`config.mk`:
```
export PLATFORM = sky130hd
export DESIGN_NAME = stereo_tx_serializer
export DESIGN_NICKNAME = d
export VERILOG_FILES = /design/src/rtl/satx_pkg.sv /design/src/rtl/satx_cfg_decode.sv /design/src/rtl/satx_slot_track.sv /design/src/rtl/satx_sample_hold.sv /design/src/rtl/stereo_tx_serializer.sv
export SDC_FILE = /design/constraint.sdc
export NUM_CORES = 1
export LEC_CHECK = 0
export BUFFER_PORTS_ARGS = -buffer_cell sky130_fd_sc_hd__buf_2
export CORE_MARGIN = 5
export CORE_UTILIZATION = 60
export DETAILED_ROUTE_END_ITERATION = 6
export PLACE_DENSITY = 0.84
export SLEW_MARGIN = 20
export SYNTH_ARGS = -nofsm -noshare
export SYNTH_HDL_FRONTEND = slang
export SYNTH_SLANG_ARGS = --single-unit
```
`constraint.sdc`:
```
create_clock -name clk -period 7.7 [get_ports clk]
set_input_delay 1.54 -clock clk [delete_from_list [all_inputs] [get_ports clk]]
set_output_delay 1.54 -clock clk [all_outputs]
set_load 0.03 [all_outputs]
```
`src/rtl/satx_pkg.sv`:
```
package satx_pkg;
  typedef enum logic [1:0] {
    FMT_OFF   = 2'd0,
    FMT_STD   = 2'd1,
    FMT_LEFT  = 2'd2,
    FMT_RIGHT = 2'd3
  } satx_fmt_e;

  localparam logic [2:0] ALIGN_STD   = 3'b001;
  localparam logic [2:0] ALIGN_RIGHT = 3'b010;
  localparam logic [2:0] ALIGN_LEFT  = 3'b100;
endpackage

```
`src/rtl/satx_cfg_decode.sv`:
```
module satx_cfg_decode
  import satx_pkg::*;
#(
  parameter int DATA_W = 32,
  parameter int SLOT_W = 6
) (
  input  logic [2:0]        align_mode,
  input  logic [2:0]        res_code,
  input  logic [1:0]        half_code,
  input  logic              pack_en,
  output satx_fmt_e         fmt,
  output logic [SLOT_W-1:0] word_w,
  output logic [SLOT_W-1:0] half_len,
  output logic [SLOT_W-1:0] eff_w
);
  localparam logic [SLOT_W-1:0] FULL_W = SLOT_W'(DATA_W);
  localparam logic [SLOT_W-1:0] PACK_W = SLOT_W'(DATA_W / 2);

  always_comb begin
    unique case (align_mode)
      ALIGN_STD:   fmt = FMT_STD;
      ALIGN_LEFT:  fmt = FMT_LEFT;
      ALIGN_RIGHT: fmt = FMT_RIGHT;
      default:     fmt = FMT_OFF;
    endcase
  end

  always_comb begin
    if (pack_en) begin
      word_w = PACK_W;
    end else begin
      unique case (res_code)
        3'd1, 3'd2, 3'd3, 3'd4: word_w = SLOT_W'(8 + 4 * int'(res_code));
        default:                word_w = FULL_W;
      endcase
    end
    if (word_w > FULL_W) word_w = FULL_W;
  end

  always_comb begin
    unique case (half_code)
      2'd0, 2'd1, 2'd2: half_len = SLOT_W'(16 + 8 * int'(half_code));
      default:          half_len = SLOT_W'(32);
    endcase
  end

  assign eff_w = (word_w < half_len) ? word_w : half_len;
endmodule

```
`src/rtl/satx_slot_track.sv`:
```
module satx_slot_track #(
  parameter int SLOT_W = 6
) (
  input  logic              clk,
  input  logic              rst_n,
  input  logic              bit_tick,
  input  logic              ws,
  output logic [SLOT_W-1:0] slot_nxt,
  output logic              frame_start
);
  localparam logic [SLOT_W-1:0] SLOT_MAX = '1;

  logic              ws_q;
  logic [SLOT_W-1:0] slot_q;
  logic              half_start;

  assign half_start  = bit_tick && (ws != ws_q);
  assign frame_start = bit_tick && ws_q && !ws;

  always_comb begin
    if (half_start)             slot_nxt = '0;
    else if (slot_q != SLOT_MAX) slot_nxt = slot_q + 1'b1;
    else                         slot_nxt = slot_q;
  end

  always_ff @(posedge clk or negedge rst_n) begin
    if (!rst_n) begin
      ws_q   <= 1'b1;
      slot_q <= SLOT_MAX;
    end else if (bit_tick) begin
      ws_q   <= ws;
      slot_q <= slot_nxt;
    end
  end
endmodule

```
`src/rtl/satx_sample_hold.sv`:
```
module satx_sample_hold #(
  parameter int DATA_W = 32
) (
  input  logic              clk,
  input  logic              rst_n,
  input  logic              s_valid,
  output logic              s_ready,
  input  logic [DATA_W-1:0] s_left,
  input  logic [DATA_W-1:0] s_right,
  input  logic              pack_en,
  input  logic              load,
  input  logic              chan,
  output logic [DATA_W-1:0] word,
  output logic              underflow
);
  localparam int HALF_W = DATA_W / 2;

  logic              pend_full;
  logic [DATA_W-1:0] pend_l, pend_r;
  logic [DATA_W-1:0] act_l, act_r;
  logic [DATA_W-1:0] conv_l, conv_r;
  logic [DATA_W-1:0] src_l, src_r;

  assign s_ready = !pend_full;

  always_comb begin
    if (pack_en) begin
      conv_l = {{(DATA_W-HALF_W){1'b0}}, pend_l[HALF_W-1:0]};
      conv_r = {{(DATA_W-HALF_W){1'b0}}, pend_l[DATA_W-1:HALF_W]};
    end else begin
      conv_l = pend_l;
      conv_r = pend_r;
    end
  end

  always_comb begin
    if (load) begin
      src_l = pend_full ? conv_l : '0;
      src_r = pend_full ? conv_r : '0;
    end else begin
      src_l = act_l;
      src_r = act_r;
    end
  end

  assign word = chan ? src_r : src_l;

  always_ff @(posedge clk or negedge rst_n) begin
    if (!rst_n) begin
      pend_full <= 1'b0;
      pend_l    <= '0;
      pend_r    <= '0;
      act_l     <= '0;
      act_r     <= '0;
      underflow <= 1'b0;
    end else begin
      underflow <= load && !pend_full;
      if (load) begin
        act_l <= src_l;
        act_r <= src_r;
      end
      if (s_valid && s_ready) begin
        pend_full <= 1'b1;
        pend_l    <= s_left;
        pend_r    <= s_right;
      end else if (load && pend_full) begin
        pend_full <= 1'b0;
      end
    end
  end
endmodule

```
`src/rtl/stereo_tx_serializer.sv`:
```
module stereo_tx_serializer
  import satx_pkg::*;
#(
  parameter int DATA_W = 32
) (
  input  logic              clk,
  input  logic              rst_n,
  input  logic              blk_en,
  input  logic              ch_en,
  input  logic [2:0]        align_mode,
  input  logic [2:0]        res_code,
  input  logic [1:0]        half_code,
  input  logic              pack_en,
  input  logic              bit_tick,
  input  logic              ws,
  input  logic              s_valid,
  output logic              s_ready,
  input  logic [DATA_W-1:0] s_left,
  input  logic [DATA_W-1:0] s_right,
  output logic              sd,
  output logic              underflow
);
  localparam int SLOT_W = $clog2(DATA_W) + 1;

  satx_fmt_e         fmt;
  logic [SLOT_W-1:0] word_w, half_len, eff_w;
  logic [SLOT_W-1:0] slot;
  logic              frame_start;
  logic              enabled;
  logic              load;
  logic [DATA_W-1:0] word;
  logic [DATA_W-1:0] shifted;
  logic [SLOT_W-1:0] sh;
  logic              hit;
  logic              bit_val;

  assign enabled = blk_en && ch_en;
  assign load    = frame_start && enabled;

  satx_cfg_decode #(.DATA_W(DATA_W), .SLOT_W(SLOT_W)) i_cfg (
    .align_mode (align_mode),
    .res_code   (res_code),
    .half_code  (half_code),
    .pack_en    (pack_en),
    .fmt        (fmt),
    .word_w     (word_w),
    .half_len   (half_len),
    .eff_w      (eff_w)
  );

  satx_slot_track #(.SLOT_W(SLOT_W)) i_slot (
    .clk         (clk),
    .rst_n       (rst_n),
    .bit_tick    (bit_tick),
    .ws          (ws),
    .slot_nxt    (slot),
    .frame_start (frame_start)
  );

  satx_sample_hold #(.DATA_W(DATA_W)) i_hold (
    .clk       (clk),
    .rst_n     (rst_n),
    .s_valid   (s_valid),
    .s_ready   (s_ready),
    .s_left    (s_left),
    .s_right   (s_right),
    .pack_en   (pack_en),
    .load      (load),
    .chan      (ws),
    .word      (word),
    .underflow (underflow)
  );

  always_comb begin
    hit = 1'b0;
    sh  = '0;
    unique case (fmt)
      FMT_STD: begin
        hit = (slot != '0) && (slot <= eff_w) && (slot < half_len);
        sh  = word_w - slot;
      end
      FMT_LEFT: begin
        hit = slot < eff_w;
        sh  = word_w - slot - 1'b1;
      end
      FMT_RIGHT: begin
        hit = (slot < half_len) && (slot >= half_len - eff_w);
        sh  = half_len - slot - 1'b1;
      end
      default: begin
        hit = 1'b0;
        sh  = '0;
      end
    endcase
  end

  assign shifted = word >> sh;
  assign bit_val = hit && shifted[0];

  always_ff @(posedge clk or negedge rst_n) begin
    if (!rst_n) sd <= 1'b0;
    else if (bit_tick) sd <= enabled ? bit_val : 1'b0;
  end
endmodule

```
# == After elaboration in Yosys (flattened, before gate mapping) ==
# Cells that the tools add are included.
# totals
wordCells,77
out_inout_bits,3
regBits,138
in_bits,80
# op_classes
n_eq_ne,14
order_cmp,6
n_reduce_logical,19
n_shift,1
muxes,20
add_sub_neg,8
# ops
operator,count
$mux 32,7
$mux 6,7
$shr 32x6->1,1
$lt 6x6->1,3
$pmux 6 s3,1
$sub 6x6->6,3
$logic_and 1x1->1,12
$sub 6x1->6 const B,2
$eq 3x2->1 const B,3
$add 4x5->6 const A,1
$add 5x5->6 const A,1
$add 6x1->6 const B,1
$eq 2x2->1 const B,3
$eq 3x1->1 const B,2
$eq 3x3->1 const B,2
$ge 6x6->1,1
$gt 6x6->1 const B,1
$le 6x6->1,1
$ne 6x6->1 const B,1
$pmux 2 s3,1
$reduce_bool 6->1,1
$eq 2x1->1 const B,2
$reduce_or 4->1,1
$mux 1,3
other kinds (6),7

# == Depth between registers and ports, before layout ==
# logic_depth
ltp_word,14
depth_mapped,21
depth_no_buf,21

# == Hierarchy ==
# A second synthesis with hierarchy kept.
# hier_totals
hier_cells,775
hier_area_um2,8318.0
# by_module_without_submodules
mod,area_each_um2,cells_each,seq_area_each_um2,instances
satx_sample_hold,5701.7,449,3253.1,1
stereo_tx_serializer,1774.2,227,25.0,1
satx_slot_track,546.8,58,183.9,1
satx_cfg_decode,295.3,41,0.0,1

# == Worst setup path after synthesis ==
# No wires, ideal clock.
# synth_path
kind,input -> register
start,in pack_en
end,reg sd
required_ns,7.596
n_path_buf,2
path_slack_ns,2.139
setup_time_ns,0.104
cell_stages,18
t_arrival_ns,5.457
cell_sequence,buf_1 clkbuf_1 a21o_1 ha_1 o21a_1 nor2_1 o21bai_1 mux2_2 fa_1 ha_1 a21boi_0 o21a_1 o21ai_0 a221o_1 o2bb2ai_1 and3_1 o221ai_1 o41ai_2
# synth_via
elab_chain_len,11
elab_cells_between_ends,26
classes_between,add/sub: 3; order compare: 5; shift: 1; mux: 13; reduce/logical: 4
# synth_lines
item,line,source
"start, declared",stereo_tx_serializer.sv:13,"input logic pack_en,"
$mux 6,satx_cfg_decode.sv:29,if (pack_en) begin
$gt 6x6->1,satx_cfg_decode.sv:37,if (word_w > FULL_W) word_w = FULL_W;
$mux 6,satx_cfg_decode.sv:37,
$lt 6x6->1,satx_cfg_decode.sv:47,assign eff_w = (word_w < half_len) ? word_w : half_len;
$mux 6,satx_cfg_decode.sv:47,
$sub 6x6->6 / $le 6x6->1 (equally long branches),"stereo_tx_serializer.sv:87, stereo_tx_serializer.sv:79",
$ge 6x6->1 / $logic_and 1x1->1 (equally long branches),"stereo_tx_serializer.sv:87, stereo_tx_serializer.sv:79",
$logic_and 1x1->1 (on tied branches),"stereo_tx_serializer.sv:87, stereo_tx_serializer.sv:79",
$pmux 1 s3,stereo_tx_serializer.sv:77,unique case (fmt)
$logic_and 1x1->1 *,stereo_tx_serializer.sv:98,assign bit_val = hit && shifted[0];
$mux 1 *,stereo_tx_serializer.sv:102,else if (bit_tick) sd <= enabled ? bit_val : 1'b0;
"end signal, assigned",stereo_tx_serializer.sv:102,
"end, declared",stereo_tx_serializer.sv:20,"output logic sd,"
# Mark *: on every way between the ends. The rest lies on a longest branch, timed or not.
# A chain may end at the register's enable or synchronous reset.

# == Worst setup path in the final report ==
# Ends and elaborated chain as after synthesis.

==> metrics.cfg <==
[global_route]
antenna_found_initial = 0
grt_pass1_vias = 5531
grt_overflow = 0
grt_pass1_wl_mm = 26.7
grt_use_total_pct = 23.0
grt_max_degree = 88

[sta]
drv_slew = 0
min_period_ns = 5.29
timing.fmax_ghz = 0.189
hold_viol_final = 0
fin_crit_sh_pct = 68.7
max-slew-margin-rel_pct = 45.0
setup_tns_ns = 0
setup_viol = 0
skew_ns = 0.00694
worstMarginPinSlew_ns = 0.824
rsz0062_at_grt = no

[routing]
finalWirelength_mm = 16.0
drtAntennaViolNets = 0
drc = 0
vias = 5433
via_per_inst = 5.94
wire_per_inst_um = 17.5
drtIter0Drc = 392
firstDrtPassIters = 5

[die]
start_util_pct = 61.1
die_area_sq_um = 14500
io_pins = 83
core.rowCount = 40
die_x_um = 121
dieHeight_um = 121
coreArea_sq_um = 12000

[cts]
path_clk_slew_ns = 0.06
postCtsHoldBufs = 0
clock_sinks = 138
cts.htree.levels = 4
cts-buffers-inserted = 17
root_buffer = clkbuf_16
clk-insertion-delay-late_ns = 0.42
post_cts_resized = 0
post_cts_buffers = 0
cts.path.max_buffers = 2
cts_tree = built

[synthesis]
netlist_top_cells_area = dfrtp_1 45%, mux2_2 11%, nand2_1 6.8%
synth_flop_cell = dfrtp_1
synth_edf_count = 0
synth-xor-area-share_pct = 1.54
ys_seq_area_share_pct = 47.2
synthAdderAreaFrac_pct = 4.64
ys_ff_latch = 138
synth_top_cell_area_share_pct = 44.7
syn_nets = 798
synth_cells = 692
synth_compound_area_share_pct = 9.98
yosysWarnings = 0
synth_area_leader_cell = dfrtp_1
ys_types = 70
avgSynthCellArea_sq_um = 10.6
synthSimpleGateAreaFrac_pct = 16.0
synth_top_family_by_area = multiplexers
synthesis.area_sq_um = 7330
synthMuxAreaShare_pct = 17.0
async_flop_share_pct = 100

[setup_path]
startpoint_type = input port
path_max_fanout = 21
crit_start = pack_en
worstPathArrival_ns = 5.61
crit_buf_inv = 1
cp.required_ns = 8.02
reg2reg_from = i_slot.slot_q[0]$_DFFE_PN1P_
crit_slowest_cell = fa_1
r2r_slack_ns = 3.32
cpPeakStageDelay_ns = 0.46
crit_type = input port to register
cp_cell_sequence = buf_2, nor2_1, nor4bb_1, o21a_1, nor2_1, o21bai_1, mux2_2, fa_1, ha_1, a21boi_0, o21a_1, o21ai_0, a221o_1, o2bb2ai_1, and3_1, o221ai_1, o41ai_2
rr_worst_depth = 14
crit_family = compound AO/OA/AOI/OAI gates
r2r_end = sd$_DFFE_PN0P_
crit_path_end_kind = register

[hold_path]
holdPathEnd = i_hold.act_l[18]$_DFFE_PN0P_
hp-class = register to register
min_path_cells = 2
hp-start = i_hold.act_l[18]$_DFFE_PN0P_

[power_and_ir_drop]
power.leakage_nw = 4.00
p_sw_share_pct = 32.8
comb_power_share_pct = 30.9
powerDensity_nw_per_um2 = 348
ir_drop_uv = 227
intPower_mw = 1.95
clockPowerShare_pct = 26.3
seqPwrFrac_pct = 42.8
power.net_switching_uw = 955

[placement]
dp_hpwl_mm = 11.2
gp_congestion = 0.866
io_buffers = 82
placed_cell_area_sq_um = 7790

[final_layout]
regArea_sq_um = 3460
num_antenna_cells = 0
area_delta_synth_final_pct = 13.9
multi_input_area_sq_um = 3620
n_fill_cell = 897
final_nets = 862
final_area_sq_um = 8350
drive_above_1_share_pct = 28.6

[outcome]
status = finished, final reports clean

[run]
max-cap-violations = 0

[metrics by stage]
stage                     cells  utilization (%)  total power [mW]  hold slack (ns)  setup WS [ns]
after global routing        914             69.5              3.09            0.487           2.15
final                       914             69.5              2.91            0.459           2.41
after floorplan             692                -              1.90            0.429           2.14
after detailed placement    884             64.9              2.15            0.450           2.01
after global placement      884             64.8              2.09            0.440           2.17
after CTS                   914             69.5              2.93            0.462           2.45
[per-layer routing]
metal	vias to the layer above	part of all wire, %	track usage [%]
met4	0	2.2	9.07
met1	2658	43	30.2
met2	165	50	38.1
met3	33	4.9	4.40
li1	2577	-	-
met5	-	0	0
[worst max path at each step]
stage / endpoint / slack (ns) / cells after the start
floorplan: sd$_DFFE_PN0P_ / 2.14 / 18
global placement: sd$_DFFE_PN0P_ / 2.17 / 19
detailed placement: sd$_DFFE_PN0P_ / 2.01 / 17
CTS: sd$_DFFE_PN0P_ / 2.45 / 17
global route: sd$_DFFE_PN0P_ / 2.15 / 17
finish: sd$_DFFE_PN0P_ / 2.41 / 17
[state kept, by name (all words and copies together), names as in the netlist]
name / flops
i_hold.act_l: 32
i_hold.act_r: 32
i_hold.pend_full: 1
i_hold.pend_l: 32
i_hold.pend_r: 32
i_hold.underflow: 1
i_slot.slot_q: 6
i_slot.ws_q: 1
sd: 1
[cell type report]
cell class / count / share of cell area, %
clock buffers: 24 / 5.89
inverters: 20 / 0.899
flip-flops and latches: 138 / 41.5
repair buffers: 86 / 5.39
clock inverters: 6 / 0.779
multi-input cells: 493 / 43.4
well taps: 147 / 2.20
[worst register-to-register path: stages (launching register included)]
cell and delay (ns):
dfstp_2 0.57, ha_1 0.28, nand3_2 0.17, o21ai_1 0.34, nand2_1 0.20, ha_1 0.36
xnor2_1 0.18, nand2_1 0.12, o221a_1 0.74, nand2_1 0.27, a21oi_1 0.21, a21oi_1 0.09
o211ai_1 0.11, nor4bb_1 0.51, o41ai_2 0.13
[power groups by stage]
stage          sequential (mW)  clock, mW  combinational (mW)
2_1_floorplan             1.16          0               0.732
3_3_place_gp              1.24          0               0.850
3_5_place_dp              1.25          0               0.891
4_1_cts                   1.25      0.777               0.904
5_1_grt                   1.29      0.809               0.996
6_report                  1.25      0.764               0.899
[synth_stat cells (all sizes together) (4+ instances only)]
cell,number
nor2,20
o21ai,20
nand2b,6
mux2i,29
dfstp,7
clkbuf,21
xor2,6
mux2,71
inv,18
o31ai,16
a21o,5
and2,4
nor3,8
o22ai,5
a21oi,16
mux4,7
ha,24
nand2,133
and3,5
nand3,59
buf,20
a211oi,4
dfrtp,131
xnor2,6
[logic make-up after synthesis]
family / after synthesis
buffers and inverters: 61
AOI/OAI and AO/OA: 96
xor gates and xnor gates: 12
and+or+nand+nor: 252
DFF: 138
adders and majority gates: 26
muxes: 107
[placed cells by master (no fill, tap or decap), types with 6 or more instances in the layout]
cell	n
dfrtp_1	131
buf_2	81
clkbuf_16	17
dfstp_2	7
a21oi_1	16
inv_1	18
nor2_1	18
xnor2_1	6
o31ai_1	16
o21ai_0	19
mux2_2	71
ha_1	24
mux2i_1	29
nand2b_1	6
nand2_1	133
nand3_1	57
mux4_2	7
Power figures use the tool's default switching activity.
